[src/rtl/fqu_pkg.sv]
package fqu_pkg;
    parameter int SEG_W     = 16;
    parameter int OFF_W     = 16;
    parameter int PHYS_W    = 20;
    parameter int SEG_SHIFT = 4;
    parameter int QDEPTH    = 6;
    parameter int BYTE_W    = 8;

    typedef enum logic [1:0] {
        FETCH_IDLE = 2'd0,
        FETCH_BUSY = 2'd1,
        FETCH_DROP = 2'd2
    } fetch_state_e;
endpackage

[src/rtl/fqu_addr_gen.sv]
module fqu_addr_gen #(
    parameter int SEG_W     = fqu_pkg::SEG_W,
    parameter int OFF_W     = fqu_pkg::OFF_W,
    parameter int PHYS_W    = fqu_pkg::PHYS_W,
    parameter int SEG_SHIFT = fqu_pkg::SEG_SHIFT
) (
    input  logic [SEG_W-1:0]  seg,
    input  logic [OFF_W-1:0]  off,
    output logic [PHYS_W-1:0] phys
);
    logic [PHYS_W-1:0] base_w;
    logic [PHYS_W-1:0] off_w;

    generate
        if (SEG_SHIFT > 0) begin : g_shift
            assign base_w = PHYS_W'({seg, {SEG_SHIFT{1'b0}}});
        end else begin : g_noshift
            assign base_w = PHYS_W'(seg);
        end
    endgenerate

    assign off_w = PHYS_W'(off);
    // sum truncated to PHYS_W bits: wraps modulo 2^PHYS_W
    assign phys  = base_w + off_w;
endmodule

[src/rtl/fqu_byte_queue.sv]
module fqu_byte_queue #(
    parameter int DEPTH  = fqu_pkg::QDEPTH,
    parameter int BYTE_W = fqu_pkg::BYTE_W,
    parameter int CNT_W  = $clog2(DEPTH + 1),
    parameter int PTR_W  = $clog2(DEPTH)
) (
    input  logic              clk,
    input  logic              rst_n,
    input  logic              clear,
    input  logic [1:0]        push_n,
    input  logic [BYTE_W-1:0] push_lo,
    input  logic [BYTE_W-1:0] push_hi,
    input  logic              pop,
    output logic [BYTE_W-1:0] head,
    output logic [CNT_W-1:0]  count
);
    typedef struct packed {
        logic [DEPTH-1:0][BYTE_W-1:0] slots;
        logic [PTR_W-1:0]             rd;
        logic [CNT_W-1:0]             cnt;
    } queue_t;

    queue_t q_q, q_d;

    logic [PTR_W-1:0] wr0_ptr, wr1_ptr, rd_next;
    logic [DEPTH-1:0] we_lo, we_hi;

    function automatic logic [PTR_W-1:0] ring(input int unsigned v);
        int unsigned r;
        r = (v >= DEPTH) ? v - DEPTH : v;
        return PTR_W'(r);
    endfunction

    assign wr0_ptr = ring(int'(q_q.rd) + int'(q_q.cnt));
    assign wr1_ptr = ring(int'(q_q.rd) + int'(q_q.cnt) + 1);
    assign rd_next = ring(int'(q_q.rd) + 1);

    generate
        for (genvar s = 0; s < DEPTH; s++) begin : g_slot
            assign we_lo[s] = (push_n != 2'd0) && (wr0_ptr == PTR_W'(s));
            assign we_hi[s] = (push_n == 2'd2) && (wr1_ptr == PTR_W'(s));
        end
    endgenerate

    always_comb begin
        q_d = q_q;
        for (int s = 0; s < DEPTH; s++) begin
            if (we_lo[s]) q_d.slots[s] = push_lo;
            if (we_hi[s]) q_d.slots[s] = push_hi;
        end
        if (pop) q_d.rd = rd_next;
        q_d.cnt = q_q.cnt + CNT_W'(push_n) - CNT_W'(pop);
        if (clear) begin
            q_d.rd  = '0;
            q_d.cnt = '0;
        end
    end

    always_ff @(posedge clk or negedge rst_n) begin
        if (!rst_n) q_q <= '0;
        else        q_q <= q_d;
    end

    assign head  = q_q.slots[q_q.rd];
    assign count = q_q.cnt;
endmodule

[src/rtl/fqu_fetch_ctrl.sv]
module fqu_fetch_ctrl
    import fqu_pkg::*;
#(
    parameter int              SEG_W     = fqu_pkg::SEG_W,
    parameter int              OFF_W     = fqu_pkg::OFF_W,
    parameter int              PHYS_W    = fqu_pkg::PHYS_W,
    parameter int              SEG_SHIFT = fqu_pkg::SEG_SHIFT,
    parameter int              DEPTH     = fqu_pkg::QDEPTH,
    parameter int              BYTE_W    = fqu_pkg::BYTE_W,
    parameter int              CNT_W     = $clog2(DEPTH + 1),
    parameter logic [SEG_W-1:0] RESET_SEG = '1,
    parameter logic [OFF_W-1:0] RESET_OFF = '0
) (
    input  logic                clk,
    input  logic                rst_n,
    input  logic                flush,
    input  logic [SEG_W-1:0]    flush_seg,
    input  logic [OFF_W-1:0]    flush_off,
    input  logic [CNT_W-1:0]    q_count,
    input  logic                mem_ack,
    input  logic [2*BYTE_W-1:0] mem_rdata,
    output logic                mem_req,
    output logic [PHYS_W-1:0]   mem_addr,
    output logic                mem_word,
    output logic [1:0]          push_n,
    output logic [BYTE_W-1:0]   push_lo,
    output logic [BYTE_W-1:0]   push_hi
);
    typedef struct packed {
        fetch_state_e      state;
        logic [SEG_W-1:0]  seg;
        logic [OFF_W-1:0]  off;
        logic [PHYS_W-1:0] addr;
        logic              word;
    } ctrl_t;

    localparam ctrl_t CTRL_RESET = '{
        state: FETCH_IDLE,
        seg:   RESET_SEG,
        off:   RESET_OFF,
        addr:  '0,
        word:  1'b0
    };

    ctrl_t c_q, c_d;
    logic [PHYS_W-1:0] phys_now;
    logic              has_room;

    fqu_addr_gen #(
        .SEG_W(SEG_W), .OFF_W(OFF_W), .PHYS_W(PHYS_W), .SEG_SHIFT(SEG_SHIFT)
    ) u_addr (
        .seg  (c_q.seg),
        .off  (c_q.off),
        .phys (phys_now)
    );

    // room for a full word: at most DEPTH-2 bytes held
    assign has_room = (q_count <= CNT_W'(DEPTH - 2));

    always_comb begin
        c_d    = c_q;
        push_n = 2'd0;
        unique case (c_q.state)
            FETCH_IDLE: begin
                if (!flush && has_room) begin
                    c_d.state = FETCH_BUSY;
                    c_d.addr  = phys_now;
                    c_d.word  = ~phys_now[0];
                end
            end
            FETCH_BUSY: begin
                if (mem_ack) begin
                    c_d.state = FETCH_IDLE;
                    if (!flush) begin
                        push_n  = c_q.word ? 2'd2 : 2'd1;
                        c_d.off = c_q.off + OFF_W'(push_n);
                    end
                end else if (flush) begin
                    c_d.state = FETCH_DROP;
                end
            end
            FETCH_DROP: begin
                if (mem_ack) c_d.state = FETCH_IDLE;
            end
            default: c_d.state = FETCH_IDLE;
        endcase
        if (flush) begin
            c_d.seg = flush_seg;
            c_d.off = flush_off;
        end
    end

    always_ff @(posedge clk or negedge rst_n) begin
        if (!rst_n) c_q <= CTRL_RESET;
        else        c_q <= c_d;
    end

    assign mem_req  = (c_q.state != FETCH_IDLE);
    assign mem_addr = c_q.addr;
    assign mem_word = c_q.word;
    assign push_lo  = mem_rdata[BYTE_W-1:0];
    assign push_hi  = mem_rdata[2*BYTE_W-1:BYTE_W];
endmodule

[src/rtl/fetch_queue_unit.sv]
module fetch_queue_unit
    import fqu_pkg::*;
#(
    parameter int               SEG_W     = fqu_pkg::SEG_W,
    parameter int               OFF_W     = fqu_pkg::OFF_W,
    parameter int               PHYS_W    = fqu_pkg::PHYS_W,
    parameter int               SEG_SHIFT = fqu_pkg::SEG_SHIFT,
    parameter int               QDEPTH    = fqu_pkg::QDEPTH,
    parameter int               BYTE_W    = fqu_pkg::BYTE_W,
    parameter logic [SEG_W-1:0] RESET_SEG = '1,
    parameter logic [OFF_W-1:0] RESET_OFF = '0
) (
    input  logic                clk,
    input  logic                rst_n,
    input  logic                flush,
    input  logic [SEG_W-1:0]    flush_seg,
    input  logic [OFF_W-1:0]    flush_off,
    output logic                mem_req,
    output logic [PHYS_W-1:0]   mem_addr,
    output logic                mem_word,
    input  logic                mem_ack,
    input  logic [2*BYTE_W-1:0] mem_rdata,
    output logic                out_valid,
    output logic [BYTE_W-1:0]   out_data,
    input  logic                out_ready
);
    localparam int CNT_W = $clog2(QDEPTH + 1);
    localparam int PTR_W = $clog2(QDEPTH);

    logic [CNT_W-1:0]  q_count;
    logic [1:0]        push_n;
    logic [BYTE_W-1:0] push_lo, push_hi;
    logic              pop;

    fqu_fetch_ctrl #(
        .SEG_W(SEG_W), .OFF_W(OFF_W), .PHYS_W(PHYS_W), .SEG_SHIFT(SEG_SHIFT),
        .DEPTH(QDEPTH), .BYTE_W(BYTE_W), .CNT_W(CNT_W),
        .RESET_SEG(RESET_SEG), .RESET_OFF(RESET_OFF)
    ) u_ctrl (
        .clk       (clk),
        .rst_n     (rst_n),
        .flush     (flush),
        .flush_seg (flush_seg),
        .flush_off (flush_off),
        .q_count   (q_count),
        .mem_ack   (mem_ack),
        .mem_rdata (mem_rdata),
        .mem_req   (mem_req),
        .mem_addr  (mem_addr),
        .mem_word  (mem_word),
        .push_n    (push_n),
        .push_lo   (push_lo),
        .push_hi   (push_hi)
    );

    fqu_byte_queue #(
        .DEPTH(QDEPTH), .BYTE_W(BYTE_W), .CNT_W(CNT_W), .PTR_W(PTR_W)
    ) u_queue (
        .clk     (clk),
        .rst_n   (rst_n),
        .clear   (flush),
        .push_n  (push_n),
        .push_lo (push_lo),
        .push_hi (push_hi),
        .pop     (pop),
        .head    (out_data),
        .count   (q_count)
    );

    assign out_valid = (q_count != '0);
    assign pop       = out_valid & out_ready;
endmodule

[config.mk]
export PLATFORM = sky130hd
export DESIGN_NAME = fetch_queue_unit
export DESIGN_NICKNAME = d
export VERILOG_FILES = /design/src/rtl/fqu_pkg.sv /design/src/rtl/fqu_addr_gen.sv /design/src/rtl/fqu_byte_queue.sv /design/src/rtl/fqu_fetch_ctrl.sv /design/src/rtl/fetch_queue_unit.sv
export SDC_FILE = /design/constraint.sdc
export NUM_CORES = 1
export LEC_CHECK = 0
export BUFFER_PORTS_ARGS = -buffer_cell sky130_fd_sc_hd__buf_4
export CORE_ASPECT_RATIO = 0.7
export CORE_MARGIN = 1.5
export CORE_UTILIZATION = 55
export CTS_CLUSTER_SIZE = 30
export DETAILED_ROUTE_END_ITERATION = 12
export GPL_TIMING_DRIVEN = 0
export PLACE_DENSITY = 0.76
export SYNTH_ARGS = -nofsm -noshare
export SYNTH_HDL_FRONTEND = slang
export SYNTH_SLANG_ARGS = --single-unit
export TNS_END_PERCENT = 10
[constraint.sdc]
create_clock -name clk -period 7 [get_ports clk]
set_clock_uncertainty 0.1 [all_clocks]
set_input_delay 0.35 -clock clk [delete_from_list [all_inputs] [get_ports clk]]
set_output_delay 0.35 -clock clk [all_outputs]
set_load 0.05 [all_outputs]
Word-level counts from Yosys, hierarchy flattened

Cells that the tools add are included.
W data, S select, Z words.

Register bits: 109
Bits of input ports: 53
Output and inout port bits: 31
Word-level logic and storage cells: 109

Add/subtract/negate cells: 10
Magnitude comparators: 5
Equal/unequal tests: 16
Multiplexer cells: 31
Bitwise logic cells: 2
Reductions and logical operators: 32

Operators by type and width:

| cell                  | number |
|---|---|
| $mux W8               | 13 |
| $mux W16              | 3 |
| $ge A32 B3 Y1 const B | 1 |
| $bmux W8 S3           | 1 |
| $reduce_bool A2 Y1    | 11 |
| $add A20 B16 Y20      | 1 |
| $add A16 B2 Y16       | 1 |
| $mux W2               | 8 |
| $logic_and A1 B1 Y1   | 13 |
| $eq A3 B2 Y1 const B  | 4 |
| $eq A3 B3 Y1 const B  | 4 |
| $mux W3               | 4 |
| $sub A3 B3 Y3 const B | 3 |
| $ge A4 B3 Y1 const B  | 2 |
| $eq A3 B1 Y1 const B  | 2 |
| $logic_not A3 Y1      | 2 |
| $mux W6               | 1 |
| $pmux W2 S3           | 1 |
| $add A4 B1 Y5 const B | 1 |
| $add A3 B1 Y4 const B | 1 |
| $add A3 B3 Y4         | 1 |
| $eq A2 B2 Y1 const B  | 2 |
| $lt A3 B4 Y1 const B  | 1 |
| $reduce_and A2 Y1     | 2 |
| other kinds (13)      | 13 |

Logic depth before layout (Yosys ltp)

Word-level depth: 8
Depth in mapped cells: 12
Gate-level depth less buffers: 11

By module

Synthesis repeated with hierarchy kept, for this count alone.

Cells, all modules: 646
Area, all modules: 7243.2 um^2

Modules (own cells, without submodules):

| module           | times used | cells each | area an instance (um^2) | sequential area each (um^2) |
|---|---|---|---|---|
| fqu_byte_queue   | 1          | 297        | 3602.2                  | 1351.3 |
| fqu_fetch_ctrl   | 1          | 239        | 2803.9                  | 1396.3 |
| fqu_addr_gen     | 1          | 108        | 820.8                   | 0.0 |
| fetch_queue_unit | 1          | 2          | 16.3                    | 0.0 |

Worst setup path before layout

Ideal clock, no wire load.

Path kind: reg2reg
Start point: reg u_queue.q_q[4] (netlist bit)
End point: reg u_queue.q_q[38] (netlist bit)
Library setup time: 126 ps
Arrival time: 3295 ps
Required time: 6774 ps
Setup slack: 3479 ps
Cell stages (with the launch flop): 12
Path buffers: 1
Clock period less this slack: 3521 ps
Path through: dfrtp_1 -> clkbuf_1 -> inv_1 -> fa_1 -> inv_1 -> ha_1 -> and2_1 -> a311oi_1 -> a2bb2oi_2 -> and2_1 -> a31oi_2 -> a221o_1

Word-level cells in the longest chain between the ends: 7
Elaborated cells between the ends (all ways): 14
Those cells by class: add/sub: 4; order compare: 2; eq/ne: 2; mux: 3; reduce/logical: 3

RTL lines:

| element                                               | line                                       | source |
|---|---|---|
| start: declaration                                    | fqu_byte_queue.sv:23                       | `queue_t q_q, q_d;` |
| start signal: assignment                              | fqu_byte_queue.sv:61                       | `else q_q <= q_d;` |
| $add A3 B3 Y4 *                                       | fqu_byte_queue.sv:34, fqu_byte_queue.sv:35 |  |
| $add A4 B1 Y5                                         | fqu_byte_queue.sv:35                       | `assign wr1_ptr = ring(int'(q_q.rd) + int'(q_q.cnt) + 1);` |
| $ge A32 B3 Y1 / $sub A3 B3 Y3 (equally long branches) | fqu_byte_queue.sv:30                       | `r = (v >= DEPTH) ? v - DEPTH : v;` |
| $mux W3                                               | fqu_byte_queue.sv:30                       |  |
| $eq A3 B3 Y1                                          | fqu_byte_queue.sv:41                       | `assign we_hi[s] = (push_n == 2'd2) && (wr1_ptr == PTR_W'(s));` |
| $logic_and A1 B1 Y1                                   | fqu_byte_queue.sv:41                       |  |
| $mux W8 / $reduce_bool A2 Y1 (equally long branches)  | -                                          |  |

Every way passes the cells marked *; elsewhere a longest branch is shown, timed or not.
A chain may end at the register's enable or synchronous reset.

Worst setup path after layout

Start point: reg u_queue.q_q[4] (netlist bit)
End point: reg u_queue.q_q[6] (netlist bit)

Word-level cells in the longest chain between the ends: 7
Elaborated cells between the ends (all ways): 14
Those cells by class: add/sub: 4; order compare: 2; mux: 3; reduce/logical: 5

RTL lines:

| element                                               | line |
|---|---|
| $add A3 B3 Y4 *                                       | fqu_byte_queue.sv:34, fqu_byte_queue.sv:35 |
| $add A4 B1 Y5                                         | fqu_byte_queue.sv:35 |
| $ge A32 B3 Y1 / $sub A3 B3 Y3 (equally long branches) | fqu_byte_queue.sv:30 |
| $mux W3                                               | fqu_byte_queue.sv:30 |
| $logic_not A3 Y1                                      | fqu_byte_queue.sv:41 |
| $logic_and A1 B1 Y1                                   | fqu_byte_queue.sv:41 |
| $mux W8 / $reduce_bool A2 Y1 (equally long branches)  | - |

Marks and branches as above.

==> impl_results.md <==
* Sequential fraction of the synthesis area at 41.9%
* Ports at 84
* Inst Count DP at 881
* Cell Chain, Critical Path: clkbuf_1 > inv_1 > fa_1 > inv_1 > ha_1 > and2_1 > a311oi_1 > a2bb2oi_2 > a21oi_1 > a21oi_1 > a221o_1
* Hold path cells at 2
* Post-route cell area at 7710 um^2
* DIE HEIGHT at 94.4 um
* Clock transition at path regs at 0.07 ns
* Final Hold Fails at 0
* Slowest-stage cell, CP: fa_1
* NumNets Final at 820
* Worst Max-Slew Pin Slew at 0.820 ns
* Die W at 134 um
* Period minus WS final at 4.53 ns
* Cell count after synthesis at 642
* Starting Density at 56.1%
* Initial antenna violation count at 0
* Max-slew violations at 0
* Non-Filler Instances at 899
* Post-synth top cells: dfrtp_1, nand2_1, a221o_1, nor4_1
* Largest net degree at the start of global routing at 110
* Class of the worst hold path: primary input to flop
* M1 wire length at 8.13 mm
* Avg WL per Cell at 20.2 um
* Grt total ovfl at 0
* Number of max-cap violations at 0
* CP Capture Type: flop
* R2R Setup Slk at 2.47 ns
* GP Congestion at 0.895
* Drt pass-1 iters at 5
* Avg Inst Size Synth at 10.2 um^2
* WL met2 at 7.99 mm
* Mapped Area at 6560 um^2
* Worst reg-to-reg path cell count at 11
* Number of nets with antenna violations after routing at 0
* Met3 WL at 1.79 mm
* Total nets after synthesis at 725
* Clock sinks at 109
* Final wirelength at 18.2 mm
* Critical path peak fanout at 10
* Worst-skew pair later-pin latency at 0.36 ns
* Row cnt at 33
* Worst Path Required at 7.17 ns
* Vias in the first global route at 5585
* Ys async rst share at 100%
* CP peak stage delay at 0.75 ns
* VDD IR max at 0.000248 V
* Power per cell area at 462 nW/um^2
* Post-synth EDFFs at 0
* Max_slew headroom at 45.4%
* DRC at 0
* Layout cells sized above 1 at 24.3%
* RSZ-0062 raised after global routing: false
* Root Buffer: clkbuf_16
* Synth-to-layout area growth at 17.5%
* Main area contributors after synthesis: dfrtp_1, a221o_1, dfstp_2
* F_max at 0.221 GHz
* Status: complete, no violations
* Setup TNS at 0 ns
* Lkg Pwr at 3.39 nW
* TritonCTS clock tree: built
* First-pass GRT wire length at 28.6 mm
* Synth warnings at 0
* Final hold slack at 0.0696 ns
* Worst setup SP type: flop
* Worst Path Buf+Inv at 3
* DR vias at 5665
* Cell family contributing the most delay on the critical path: compound AO/OA/AOI/OAI gates
* Yosys reg bits at 109
* Synth unique cells at 63
* Core area at 11700 um^2
* Critical path class: flop to flop
* Die ar. at 12600 um^2
* Part of the cycle the worst path needs at 64.7%
* Vias/cell at 6.30
* CP arrival at 4.71 ns
* Maximum clock path buffer count at 2
* Diodes inserted at 0
* HPWL Detailed at 12.9 mm
* Area leader, netlist: dfrtp_1
* Post-synth top flop: dfrtp_1
* WP depth at 11
* IO buf count at 82
* Most frequent cell after synthesis: dfrtp_1
* Num CTS Buffers at 9
* Post-CTS Resized at 0
* Initial DRC count at 679
* Global Route Usage Sum at 29.4%
* Placed Area at 7370 um^2
* Final setup fails at 0
* Highest metal used: met4
* Top cell type's share of synthesized area at 35.5%
* H-tree lvl count at 3
-- sequential cells by signal (all words and copies together) (netlist names) --
signal and flops:
u_queue.q_q 51, u_ctrl.c_q 34, u_ctrl.mem_addr 20, u_queue.count 3, u_ctrl.mem_word 1
-- worst register-to-register path: stages, from the launching register on --
cell and delay (ns):
dfrtp_1 0.43, clkbuf_1 0.58, inv_1 0.26, fa_1 0.75
inv_1 0.18, ha_1 0.25, and2_1 0.17, a311oi_1 0.35
a2bb2oi_2 0.25, a21oi_1 0.16, a21oi_1 0.69, a221o_1 0.30
-- path summary, 6_finish.rpt --
check                                     end          startpoint
max                            u_queue.q_q[6]      u_queue.q_q[4]
min                            u_ctrl.c_q[54]             mem_ack
max reg2reg                    u_queue.q_q[6]      u_queue.q_q[4]
min reg2reg                u_ctrl.mem_addr[4]  u_ctrl.mem_addr[4]
max in group asynchronous      u_ctrl.c_q[38]               rst_n
min in group asynchronous     u_queue.q_q[50]               rst_n
-- placed cells by master, fill, tap and decap left out, types with 5 or more instances in the layout --
cell type  synthesis  layout
a21oi_1           14      14
a221o_1           48      48
and2_1             7       7
buf_4             20     101
clkbuf_1          30      33
clkbuf_16          0       9
dfrtp_1           93      93
dfstp_2           16      16
ha_1              26      26
inv_1             36      36
mux2_2            14      14
mux2i_1           10      10
mux4_2             8       8
nand2_1           67      67
nand3_1           11      11
nand3b_1           5       5
nor2_1            29      29
nor2b_1            5       5
nor3_1            10      10
nor4_1            40      40
o21ai_0           36      36
o22ai_1            8       8
xnor2_1           12      12
xor2_1            18      18
-- kinds of logic after synthesis --
family	synth area share, %
compound gates	17.7
buf+inv	6.37
xor+xnor	4.42
fa+ha+maj	6.18
flops	41.9
simple gates	15.8
mux	7.59
-- through the flow --
step / utilization [%] / power, mW / setup WS (ns)
2_1_floorplan: - / 2.48 / 3.48
3_3_place_gp: 63.1 / 2.94 / 2.67
3_5_place_dp: 63.1 / 3.00 / 2.60
4_1_cts: 65.6 / 3.53 / 2.59
5_1_grt: 66.0 / 3.73 / 2.27
6_report: 66.0 / 3.56 / 2.47
-- routing by layer --
metal | global-route usage, % | vias up
met4 | 9.24 | 0
met1 | 42.0 | 2781
met3 | 7.94 | 31
met2 | 44.0 | 303
met5 | 0 | -
li1 | - | 2550
-- where the power goes --
part | total (mW) | switching (mW) | internal [mW]
Combinational | 2.05 | 1.30 | 0.753
Sequential | 0.990 | 0.142 | 0.848
Clock | 0.521 | 0.239 | 0.282
Total | 3.56 | 1.68 | 1.88
-- final cells by class --
cell class	count	area [um^2]
Fill cell	945	3980
Multi-Input combinational cell	443	3390
Sequential cell	109	2750
Timing Repair Buffer	84	657
Buffer	54	283
Clock buffer	12	236
Tap cell	157	196
Inverter	36	135
Clock inverter	4	57.6
-- repair_timing --
| action | CTS | global route |
|---|---|---|
| endpoints found under the hold margin | 0 | 23 |
| hold buffers | 0 | 1 |
| buffers inserted | 0 | 0 |
(Power assumes the default switching activity.)
